==> config.mk <==
export PLATFORM = sky130hd
export DESIGN_NAME = pipe_skew_acc
export DESIGN_NICKNAME = d
export VERILOG_FILES = /design/src/rtl/pskew_pkg.sv /design/src/rtl/pskew_delay.sv /design/src/rtl/pskew_slice.sv /design/src/rtl/pipe_skew_acc.sv
export SDC_FILE = /design/constraint.sdc
export NUM_CORES = 1
export LEC_CHECK = 0
export CORE_MARGIN = 2
export CORE_UTILIZATION = 55
export DETAILED_ROUTE_END_ITERATION = 16
export GPL_TIMING_DRIVEN = 0
export HOLD_SLACK_MARGIN = 0.08
export PLACE_DENSITY = 0.78
export SLEW_MARGIN = 40
export SYNTH_ARGS = -nofsm -noshare
export SYNTH_HDL_FRONTEND = slang
export SYNTH_SLANG_ARGS = --single-unit
==> constraint.sdc <==
create_clock -name clk -period 3.5 [get_ports clk]
set_input_delay 0.875 -clock clk [delete_from_list [all_inputs] [get_ports clk]]
set_output_delay 0.875 -clock clk [all_outputs]
set_load 0.02 [all_outputs]
==> src/rtl/pskew_pkg.sv <==
package pskew_pkg;

   typedef enum logic {
      MODE_ADD = 1'b0,
      MODE_ACC = 1'b1
   } acc_mode_e;

   // cycles an operand bit waits before reaching its slice
   function automatic int skew_depth(input int bit_idx);
      return bit_idx;
   endfunction

   // cycles a sum bit waits after its slice so the word leaves aligned
   function automatic int align_depth(input int width, input int bit_idx);
      return width - 1 - bit_idx;
   endfunction

endpackage

==> src/rtl/pskew_delay.sv <==
module pskew_delay #(
   parameter int WIDTH = 1,
   parameter int DEPTH = 1
) (
   input  logic             clk,
   input  logic             rst_n,
   input  logic [WIDTH-1:0] d_i,
   output logic [WIDTH-1:0] q_o
);

   if (DEPTH < 1) begin : g_bad_depth
      $error("pskew_delay: DEPTH must be at least 1");
   end

   logic [WIDTH-1:0] stage_q [DEPTH];

   always_ff @(posedge clk) begin
      if (!rst_n) begin
         for (int i = 0; i < DEPTH; i++) stage_q[i] <= '0;
      end else begin
         stage_q[0] <= d_i;
         for (int i = 1; i < DEPTH; i++) stage_q[i] <= stage_q[i-1];
      end
   end

   assign q_o = stage_q[DEPTH-1];

endmodule

==> src/rtl/pskew_slice.sv <==
module pskew_slice
   import pskew_pkg::*;
(
   input  logic      clk,
   input  logic      rst_n,
   input  logic      a_i,
   input  logic      b_i,
   input  acc_mode_e mode_i,
   input  logic      cin_i,
   output logic      sum_q,
   output logic      cout_q
);

   logic b_sel;
   logic sum_d;
   logic cout_d;

   // accumulate: own stored sum bit is the second operand
   always_comb begin
      b_sel  = (mode_i == MODE_ACC) ? sum_q : b_i;
      sum_d  = a_i ^ b_sel ^ cin_i;
      cout_d = (a_i & b_sel) | (a_i & cin_i) | (b_sel & cin_i);
   end

   always_ff @(posedge clk) begin
      if (!rst_n) begin
         sum_q  <= 1'b0;
         cout_q <= 1'b0;
      end else begin
         sum_q  <= sum_d;
         cout_q <= cout_d;
      end
   end

endmodule

==> src/rtl/pipe_skew_acc.sv <==
module pipe_skew_acc
   import pskew_pkg::*;
#(
   parameter int WIDTH = 16
) (
   input  logic             clk,
   input  logic             rst_n,
   input  logic [WIDTH-1:0] op_a_i,
   input  logic [WIDTH-1:0] op_b_i,
   input  logic             acc_mode_i,
   output logic [WIDTH-1:0] sum_o,
   output logic             ovf_o
);

   localparam int LATENCY = WIDTH - 1;
   localparam int TOP     = WIDTH - 1;

   if (WIDTH < 2) begin : g_bad_width
      $error("pipe_skew_acc: WIDTH must be at least 2");
   end

   logic [WIDTH-1:0] carry_q;
   logic [WIDTH-1:0] slice_sum;

   for (genvar k = 0; k < WIDTH; k++) begin : g_bit
      logic      a_sk;
      logic      b_sk;
      logic      m_sk;
      logic      cin;

      // input skew: bit k waits k cycles
      if (skew_depth(k) == 0) begin : g_noskew
         assign a_sk = op_a_i[k];
         assign b_sk = op_b_i[k];
         assign m_sk = acc_mode_i;
      end else begin : g_skew
         logic [2:0] sk_q;
         pskew_delay #(
            .WIDTH(3),
            .DEPTH(skew_depth(k))
         ) u_skew (
            .clk  (clk),
            .rst_n(rst_n),
            .d_i  ({acc_mode_i, op_b_i[k], op_a_i[k]}),
            .q_o  (sk_q)
         );
         assign a_sk = sk_q[0];
         assign b_sk = sk_q[1];
         assign m_sk = sk_q[2];
      end

      // carry enters from the registered carry of the slice below
      if (k == 0) begin : g_cin0
         assign cin = 1'b0;
      end else begin : g_cinn
         assign cin = carry_q[k-1];
      end

      pskew_slice u_slice (
         .clk   (clk),
         .rst_n (rst_n),
         .a_i   (a_sk),
         .b_i   (b_sk),
         .mode_i(acc_mode_e'(m_sk)),
         .cin_i (cin),
         .sum_q (slice_sum[k]),
         .cout_q(carry_q[k])
      );

      // output align: bit k waits WIDTH-1-k cycles
      if (align_depth(WIDTH, k) == 0) begin : g_noalign
         assign sum_o[k] = slice_sum[k];
      end else begin : g_align
         pskew_delay #(
            .WIDTH(1),
            .DEPTH(align_depth(WIDTH, k))
         ) u_align (
            .clk  (clk),
            .rst_n(rst_n),
            .d_i  (slice_sum[k]),
            .q_o  (sum_o[k])
         );
      end
   end

   // top carry is produced in the same cycle the top sum bit is
   assign ovf_o = carry_q[TOP];

   if (LATENCY != TOP) begin : g_lat_mismatch
      $error("pipe_skew_acc: latency bookkeeping inconsistent");
   end

endmodule

== Word-level counts from Yosys, hierarchy flattened ==
Memory sizes are Yosys's and may differ from the RTL's.
Cells that the tools add are included.

* Register bits after elaboration: 32
* Latch bits: 0
* Memory bits (writable): 480
* Memory bits (read-only): 0
* Input bits: 35
* Output and inout bits: 17
* Logic and storage cells: 669
* Memories kept: 30

{| class="wikitable"
|+ Memory list
! name !! words !! width !! read ports !! clocked after Yosys merged registers in !! wr ports !! line !! RTL
|-
| g_bit[15].g_skew.u_skew.stage_q || 15 || 3 || 15 || 0 || 15 || pskew_delay.sv:15 || <nowiki>logic [WIDTH-1:0] stage_q [DEPTH];</nowiki>
|-
| g_bit[14].g_skew.u_skew.stage_q || 14 || 3 || 14 || 0 || 14 || pskew_delay.sv:15 ||
|-
| g_bit[13].g_skew.u_skew.stage_q || 13 || 3 || 13 || 0 || 13 || pskew_delay.sv:15 ||
|-
| g_bit[12].g_skew.u_skew.stage_q || 12 || 3 || 12 || 0 || 12 || pskew_delay.sv:15 ||
|-
| g_bit[11].g_skew.u_skew.stage_q || 11 || 3 || 11 || 0 || 11 || pskew_delay.sv:15 ||
|-
| g_bit[10].g_skew.u_skew.stage_q || 10 || 3 || 10 || 0 || 10 || pskew_delay.sv:15 ||
|-
| +24 memories || -- || -- || -- || -- || -- || -- ||
|}

* Add/subtract/negate cells: 0
* Multiply operators: 0
* Divide/modulo/power cells: 0
* $lt $le $gt $ge: 0
* Equality and inequality tests: 0
* Shift-type cells: 0
* Muxes and demuxes: 260
* Bitwise operators: 345
* Reduce and logical (&&, ||, !) cells: 2

{| class="wikitable"
|+ Operators by type and width
! cell !! count
|-
| 2-to-1 mux 3 bit || 120
|-
| OR 1 bit || 268
|-
| 2-to-1 mux 1 bit || 140
|-
| bitwise AND 1 bit || 46
|-
| XOR 1 bit || 31
|-
| OR reduction 3 bit || 1
|-
| OR reduction 1 bit || 1
|}

== Longest topological paths before layout ==
Gate-level depths: netlist (run 1).
An unclocked memory read counts as a cell.

* Depth in word-level cells: 5
* Gate-level depth with buffers: 4
* Gate-level depth less buffers: 3

== Hierarchy ==
A second synthesis (run 1) with hierarchy kept.

* Cells, all modules: 1120
* Area, all modules: 14863.0 sq um

{| class="wikitable"
|+ Modules (own cells, without submodules)
! module !! instances !! cells an instance !! area each (sq um) !! seq. area each (sq um)
|-
| pskew_slice || 16 || 6 || 87.6 || 40.0
|-
| pskew_delay (g_bit[15].g_skew.u_skew) || 1 || 94 || 1258.7 || 900.9
|-
| pskew_delay (g_bit[14].g_skew.u_skew) || 1 || 91 || 1198.6 || 840.8
|-
| pskew_delay (g_bit[13].g_skew.u_skew) || 1 || 85 || 1079.8 || 780.7
|-
| pskew_delay (g_bit[12].g_skew.u_skew) || 1 || 75 || 1006.0 || 720.7
|-
| pskew_delay (g_bit[11].g_skew.u_skew) || 1 || 72 || 945.9 || 660.6
|-
| pskew_delay (g_bit[0].g_align.u_align ...) || 2 || 31 || 419.2 || 300.3
|-
| pskew_delay (g_bit[10].g_skew.u_skew) || 1 || 66 || 834.6 || 600.6
|-
| pskew_delay (g_bit[9].g_skew.u_skew) || 1 || 59 || 780.7 || 540.5
|-
| pskew_delay (g_bit[8].g_skew.u_skew) || 1 || 53 || 698.2 || 480.5
|-
| pskew_delay (g_bit[3].g_align.u_align ...) || 2 || 25 || 336.6 || 240.2
|-
| pskew_delay (g_bit[7].g_skew.u_skew) || 1 || 44 || 593.1 || 420.4
|-
| pskew_delay (g_bit[6].g_skew.u_skew) || 1 || 40 || 524.3 || 360.3
|-
| pskew_delay (g_bit[1].g_align.u_align) || 1 || 29 || 391.6 || 280.3
|-
| 15 more rows || -- || -- || -- || --
|}

== Worst setup path after synthesis (run 1) ==
No wires, ideal clock.

* Kind: input to register
* Start: input port acc_mode_i
* End: register g_bit[0].u_slice.sum_q
* Setup time: 115 ps
* Arrival: 1575 ps
* Data required time: 3385 ps
* Slack: 1810 ps
* Stages on the path: 3
* Buffers on the path: 0
* Path through: mux2_2 > ha_1 > and2_1

* Longest elaborated chain between the ends: 2

{| class="wikitable"
|+ RTL lines
! item !! line !! RTL
|-
| start, declared || pipe_skew_acc.sv:10 || <nowiki>input logic acc_mode_i,</nowiki>
|-
| 2-to-1 mux 1 bit || pskew_slice.sv:20 || <nowiki>b_sel = (mode_i == MODE_ACC) ? sum_q : b_i;</nowiki>
|-
| XOR 1 bit || pskew_slice.sv:21 || <nowiki>sum_d = a_i ^ b_sel ^ cin_i;</nowiki>
|-
| net g_bit[0].u_slice.sum_d || pskew_slice.sv:15 || <nowiki>logic sum_d;</nowiki>
|-
| end signal, assigned || pskew_slice.sv:30 || <nowiki>sum_q <= sum_d;</nowiki>
|-
| end, declared || pskew_slice.sv:10 || <nowiki>output logic sum_q,</nowiki>
|}

The timed path passes the listed nets, and every way through them passes these cells.
A chain may end at the register's enable or synchronous reset.

==> results of run 1 <==
[per-layer routing]
layer | part of all wire (%) | routed length, um | global-route usage (%)
met1 | 45 | 8270 | 21.8
met2 | 49 | 8930 | 30.0
met3 | 4.0 | 732 | 3.35
met4 | 1.9 | 349 | 6.32
met5 | 0 | 0 | 0
[registers in the layout, indices dropped and copies added, names as in the netlist]
name,flops
g_bit.g_skew.u_skew.stage_q,255
g_bit.g_align.u_align.stage_q,120
g_bit.u_slice.sum_q,16
g_bit.u_slice.cout_q,16
[metrics by stage]
| step | area [um2] | setup WS [ps] |
|---|---|---|
| after floorplan | 11700 | 1810 |
| after global placement | 12500 | 1290 |
| after detailed placement | 12500 | 1280 |
| after CTS | 13800 | 1070 |
| after global routing | 13800 | 1040 |
| final | 13800 | 1100 |
[power by group]
part           internal (mW)  total, mW  switching (mW)
logic                  0.106      0.211           0.105
clock network           2.42       4.07            1.65
registers               4.69       4.71          0.0163
[critical path: stages (launching register included)]
cell and delay, ps:
dfxtp_1 320, buf_4 100, clkdlybuf4s50_1 590
[final timing paths]
check                                                         endpoint  slack, ps                                    start
worst min register to register  g_bit[11].g_skew.u_skew.stage_q[0][27]        420   g_bit[11].g_skew.u_skew.stage_q[0][24]
worst max-delay path                                         sum_o[10]       1100  g_bit[10].g_align.u_align.stage_q[0][4]
worst max register to register                 g_bit[13].u_slice.sum_q       2080   g_bit[15].g_skew.u_skew.stage_q[0][38]
worst min-delay path            g_bit[11].g_skew.u_skew.stage_q[0][27]        420   g_bit[11].g_skew.u_skew.stage_q[0][24]
[placed cells by master, fill, tap and decap left out, types with 8 or more instances in the layout]
cell type | netlist | layout
and2_1 | 407 | 407
buf_2 | 8 | 8
buf_4 | 19 | 19
buf_6 | 22 | 22
clkbuf_16 | 0 | 40
clkbuf_2 | 10 | 10
clkbuf_8 | 0 | 8
clkdlybuf4s50_1 | 0 | 50
clkinv_2 | 0 | 10
dfxtp_1 | 407 | 407
fa_1 | 15 | 15
mux2_2 | 16 | 16
[cell type report]
type | count | area (um2) | area share [%]
multi-input cells | 439 | 3040 | 22.0
repair buffers | 50 | 500 | 3.62
clock buffers | 54 | 1130 | 8.20
clock inverters | 15 | 144 | 1.04
plain buffers | 61 | 510 | 3.69
flip-flops and latches | 407 | 8150 | 59.0
well taps | 275 | 344 | 2.49
[logic make-up after synthesis]
family,share of synthesized area [%]
mux,1.54
simple gates,21.8
flops,69.7
buf+inv,4.36
fa+ha+maj,2.67
==> reports/qor.yml, run 1 <==
power:
  power.leakage_nw: 5.92
  irDropWorstVdd_uv: 544
  p_total_mw: 9.00
  powerDensity_mw_per_mm2: 651
finish:
  nNetsFinal: 1049
  antenna_cells: 0
  area_delta_synth_final_pct: 18.1
  utilization_pct: 65.9
  nFillCells: 1564
  drive_above_1_share_pct: 13.6
  finalNonFillerCells: 1301
sta:
  drv_slew: 0
  holdWs_ps: 424
  tightest_slew_ps: 320
  setup_viol: 0
  finalCriticalPeriod_ps: 2400
  hold_viol: 0
  slew_headroom_pct: 78.7
  tns_ps: 0
  fin_crit_sh_pct: 68.7
  finClkSkew_ps: 15.3
  fmax_ghz: 0.416
  rsz0062_at_grt: "false"
clock_network:
  root_buffer: "clkbuf_16"
  cts_tree: "built"
  postCtsSetupRepairBufs: 0
  cts_buffer_depth: 3
  clk_pin_slew_ps: 60
  cts_resized: 0
  numCtsBuffers: 39
  h-tree-depth: 2
  clk_latency_ps: 530
  clock_sinks: 407
  postCtsHoldBufs: 0
synthesis:
  async_reset_ff_share_pct: 0
  synth.top_cells.by_count: "and2_1, dfxtp_1, buf_6, buf_4, mux2_2"
  synth_cell_types: 10
  synthFlopType: "dfxtp_1"
  yosys.area.top_type_share_pct: 69.7
  yosysWarnings: 0
  synthesis.instances: 907
  synth-edff-count: 0
  avgSynthCellArea_um2: 12.9
  synth_nets: 958
  synth_area_mm2: 0.0117
  synth_largest_area_cell: "dfxtp_1"
  ys_ff_latch: 407
  synth_area_leaders: "dfxtp_1, and2_1, fa_1, buf_6, mux2_2"
  yosysSeqAreaShare_pct: 69.7
global_route:
  grtUsageTotal_pct: 17.4
  grt_first_pass_wirelength_um: 29800
  antenna_found_initial: 1
  grt_overflow: 0
  grt_max_degree: 16
  grt_pass1_vias: 5995
floorplanning:
  start_util_pct: 55.8
  rows: 53
  coreArea_mm2: 0.0210
  io_pins: 52
  fp.dieH_um: 150
  die_area_mm2: 0.0225
  fp.dieW_um: 150
routing:
  num_vias: 5790
  route.detailed.drc: 0
  first_pass_iters: 4
  drtIter0Drc: 152
  antenna_left: 0
  vias_per_cell: 4.45
  wl_per_cell_um: 14.1
  routed_wl_um: 18300
setup_path:
  critPathLaunchType: "register"
  rr_worst_depth: 3
  worst_setup_path_end_kind: "output port"
  path_class: "register to output port"
  cp.required_ps: 2620
  cp.arrival_ps: 1530
  path_max_fanout: 1
placement:
  gp_congestion: 0.732
  dp_cells: 1232
  io_buffer_count: 50
  dp_hpwl_um: 11800
flow_run:
  cap_violations: 0
outcome:
  status: "complete, no violations"
worst_hold_path:
  hp-class: "register to register"
  min_path_cells: 1
No activity file was read; power rests on OpenSTA's default activity.
==> inputs of run 2 (changes only) <==
--- a/config.mk
+++ b/config.mk
@@ -6,11 +6,11 @@
 export NUM_CORES = 1
 export LEC_CHECK = 0
 export CORE_MARGIN = 2
-export CORE_UTILIZATION = 55
+export CORE_UTILIZATION = 53
 export DETAILED_ROUTE_END_ITERATION = 16
 export GPL_TIMING_DRIVEN = 0
 export HOLD_SLACK_MARGIN = 0.08
-export PLACE_DENSITY = 0.78
+export PLACE_DENSITY = 0.79
 export SLEW_MARGIN = 40
 export SYNTH_ARGS = -nofsm -noshare
 export SYNTH_HDL_FRONTEND = slang
==> constraint.sdc (replaced) <==
create_clock -name clk -period 2.07 [get_ports clk]
set_input_delay 0.5175 -clock clk [delete_from_list [all_inputs] [get_ports clk]]
set_output_delay 0.5175 -clock clk [all_outputs]
set_load 0.02 [all_outputs]
==> run 2 against run 1 <==
Sequential share of layout area grew 0.059 points. Largest power group unchanged. Flip-flop and latch count unchanged. Critical endpoint is now sum_o[13]. Count of clock-buffer cells in the layout rose by 6. Worst hold slack worse by 2.2 ps. Largest cell class unchanged. Clock skew is 3.2 ps lower. Clock power grew 66%. Via count up 0.57%. Core utilization down 2.5 points. Register-to-register slack got worse by 1500 ps. Total power is 68% higher.
==> reports/qor.yml, run 2 (synthesized netlist as in run 1, its figures left out) <==
outcome:
  status: "complete, no violations"
worst_hold_path:
  hp-class: "register to register"
  hp-start: "g_bit[9].g_skew.u_skew.stage_q[0][15]"
  hold_end: "g_bit[9].g_skew.u_skew.stage_q[0][18]"
  min_path_cells: 1
global_route:
  grt_max_degree: 15
  antenna_found_initial: 1
  grt_pass1_vias: 5880
  grt_overflow: 0
  grtUsageTotal_pct: 16.2
  grtUsageMet1_pct: 20.1
  grt-busiest-layer: "met2"
  grt_first_pass_wirelength_um: 29700
  met2_usage_pct: 28.0
  grt_use_met3_pct: 3.70
clock_network:
  h-tree-depth: 2
  postCtsHoldBufs: 0
  postCtsSetupRepairBufs: 0
  cts_buffer_depth: 3
  numCtsBuffers: 38
  root_buffer: "clkbuf_16"
  clk_pin_slew_ps: 60
  cts_resized: 0
  cts_tree: "built"
  clk_latency_ps: 520
  clock_sinks: 407
sta:
  drv_slew: 0
  tightest_slew_ps: 311
  setup_viol: 0
  fin_ws_ps: 50.5
  fin_crit_sh_pct: 97.6
  hold_viol: 0
  tns_ps: 0
  slew_headroom_pct: 79.3
  fmax_ghz: 0.495
  finClkSkew_ps: 12.2
  holdWs_ps: 421
  rsz0062_at_grt: "false"
  finalCriticalPeriod_ps: 2020
finish:
  largest_reg_flops: 255
  nFillCells: 1600
  largest_register: "g_bit.g_skew.u_skew.stage_q"
  nNetsFinal: 1048
  final_cell_mix: "and2_1, dfxtp_1, clkdlybuf4s50_1"
  area_delta_synth_final_pct: 18.0
  finalNonFillerCells: 1306
  drive_above_1_share_pct: 13.0
  largestRegisters: "g_bit.g_skew.u_skew.stage_q x255, g_bit.g_align.u_align.stage_q x120"
setup_path:
  reg2reg_slack_ps: 600
  max_stage_delay_ps: 580
  cp_cell_sequence: "buf_4 -> clkdlybuf4s50_1"
  cp.arrival_ps: 1500
  cp.required_ps: 1550
  critPathLaunchType: "register"
  path_class: "register to output port"
  worst_setup_path_end_kind: "output port"
  critPathTopFamily: "buffers and inverters"
  path_max_fanout: 1
  slowest_stage: "clkdlybuf4s50_1"
  critPathBufInv: 2
  r2r-start: "g_bit[15].g_skew.u_skew.stage_q[0][35]"
  timing.rr.end: "g_bit[12].u_slice.sum_q"
  rr_worst_depth: 3
placement:
  io_buffer_count: 50
  dp_cells: 1237
  gp_congestion: 0.743
  dp_slack_ps: 198
  dp_hpwl_um: 11900
routing:
  vias_per_cell: 4.46
  routed_wl_um: 18400
  route.detailed.drc: 0
  num_vias: 5823
  wl_per_cell_um: 14.1
  antenna_left: 0
  first_pass_iters: 4
  drtIter0Drc: 206
power:
  powerDensity_mw_per_mm2: 1090
  p_total_mw: 15.1
  irDropWorstVdd_uv: 767
  power.leakage_nw: 5.95
floorplanning:
  rows: 54
  start_util_pct: 53.8
  io_pins: 52
  coreArea_mm2: 0.0218
  die_area_mm2: 0.0233
  fp.dieW_um: 153
  fp.dieH_um: 153
flow_run:
  cap_violations: 0
[run 2: changes by cell type in the layout (fill, tap and decap cells not counted), moves of 2 or more]
cell	before	now
clkinv_2	10	5
inv_6	2	0
dlymetal6s2s_1	0	3
clkbuf_1	6	10
diode_2	0	3
clkdlybuf4s50_1	50	47
[run 2: final cells by class]
cell class	instances	area (um2)	area share [%]
buffer	61	510	3.70
clock inverter	6	55.1	0.399
antenna	3	7.51	0.0544
timing repair buffer	50	508	3.68
tap	280	350	2.54
sequential	407	8150	59.0
clock buffer	60	1190	8.60
multi-input combinational	439	3040	22.0
[run 2: per-stage QoR]
| step | util, % | cell area (um2) |
|---|---|---|
| detailed placement | 57.7 | 12500 |
| global route | 63.4 | 13800 |
| floorplan | - | 11700 |
| global placement | 57.7 | 12500 |
| CTS | 63.4 | 13800 |
| finish | 63.5 | 13800 |
[run 2: report_power, final]
group	internal (mW)	switching [mW]
Combinational	0.179	0.174
Clock	4.05	2.71
Sequential	7.94	0.0276
[run 2: how the worst max path moves through the flow]
stage / from / to / slack [ps] / cells past startpoint
2_1_floorplan: g_bit[15].g_skew.u_skew.stage_q[0][38] / g_bit[13].u_slice.sum_q / 710 / 3
3_3_place_gp: acc_mode_i / g_bit[0].u_slice.sum_q / 220 / 4
3_5_place_dp: acc_mode_i / g_bit[0].u_slice.sum_q / 200 / 4
4_1_cts: g_bit[15].u_slice.sum_q / sum_o[15] / 9 / 2
5_1_grt: g_bit[9].g_align.u_align.stage_q[0][5] / sum_o[9] / 3 / 2
6_report: g_bit[13].g_align.u_align.stage_q[0][1] / sum_o[13] / 50 / 2
[run 2: per-layer routing]
layer	share of wire (%)	vias to the layer above
met5	0	-
met4	2.4	0
met3	4.4	36
met2	48	102
met1	45	2777
li1	-	2908
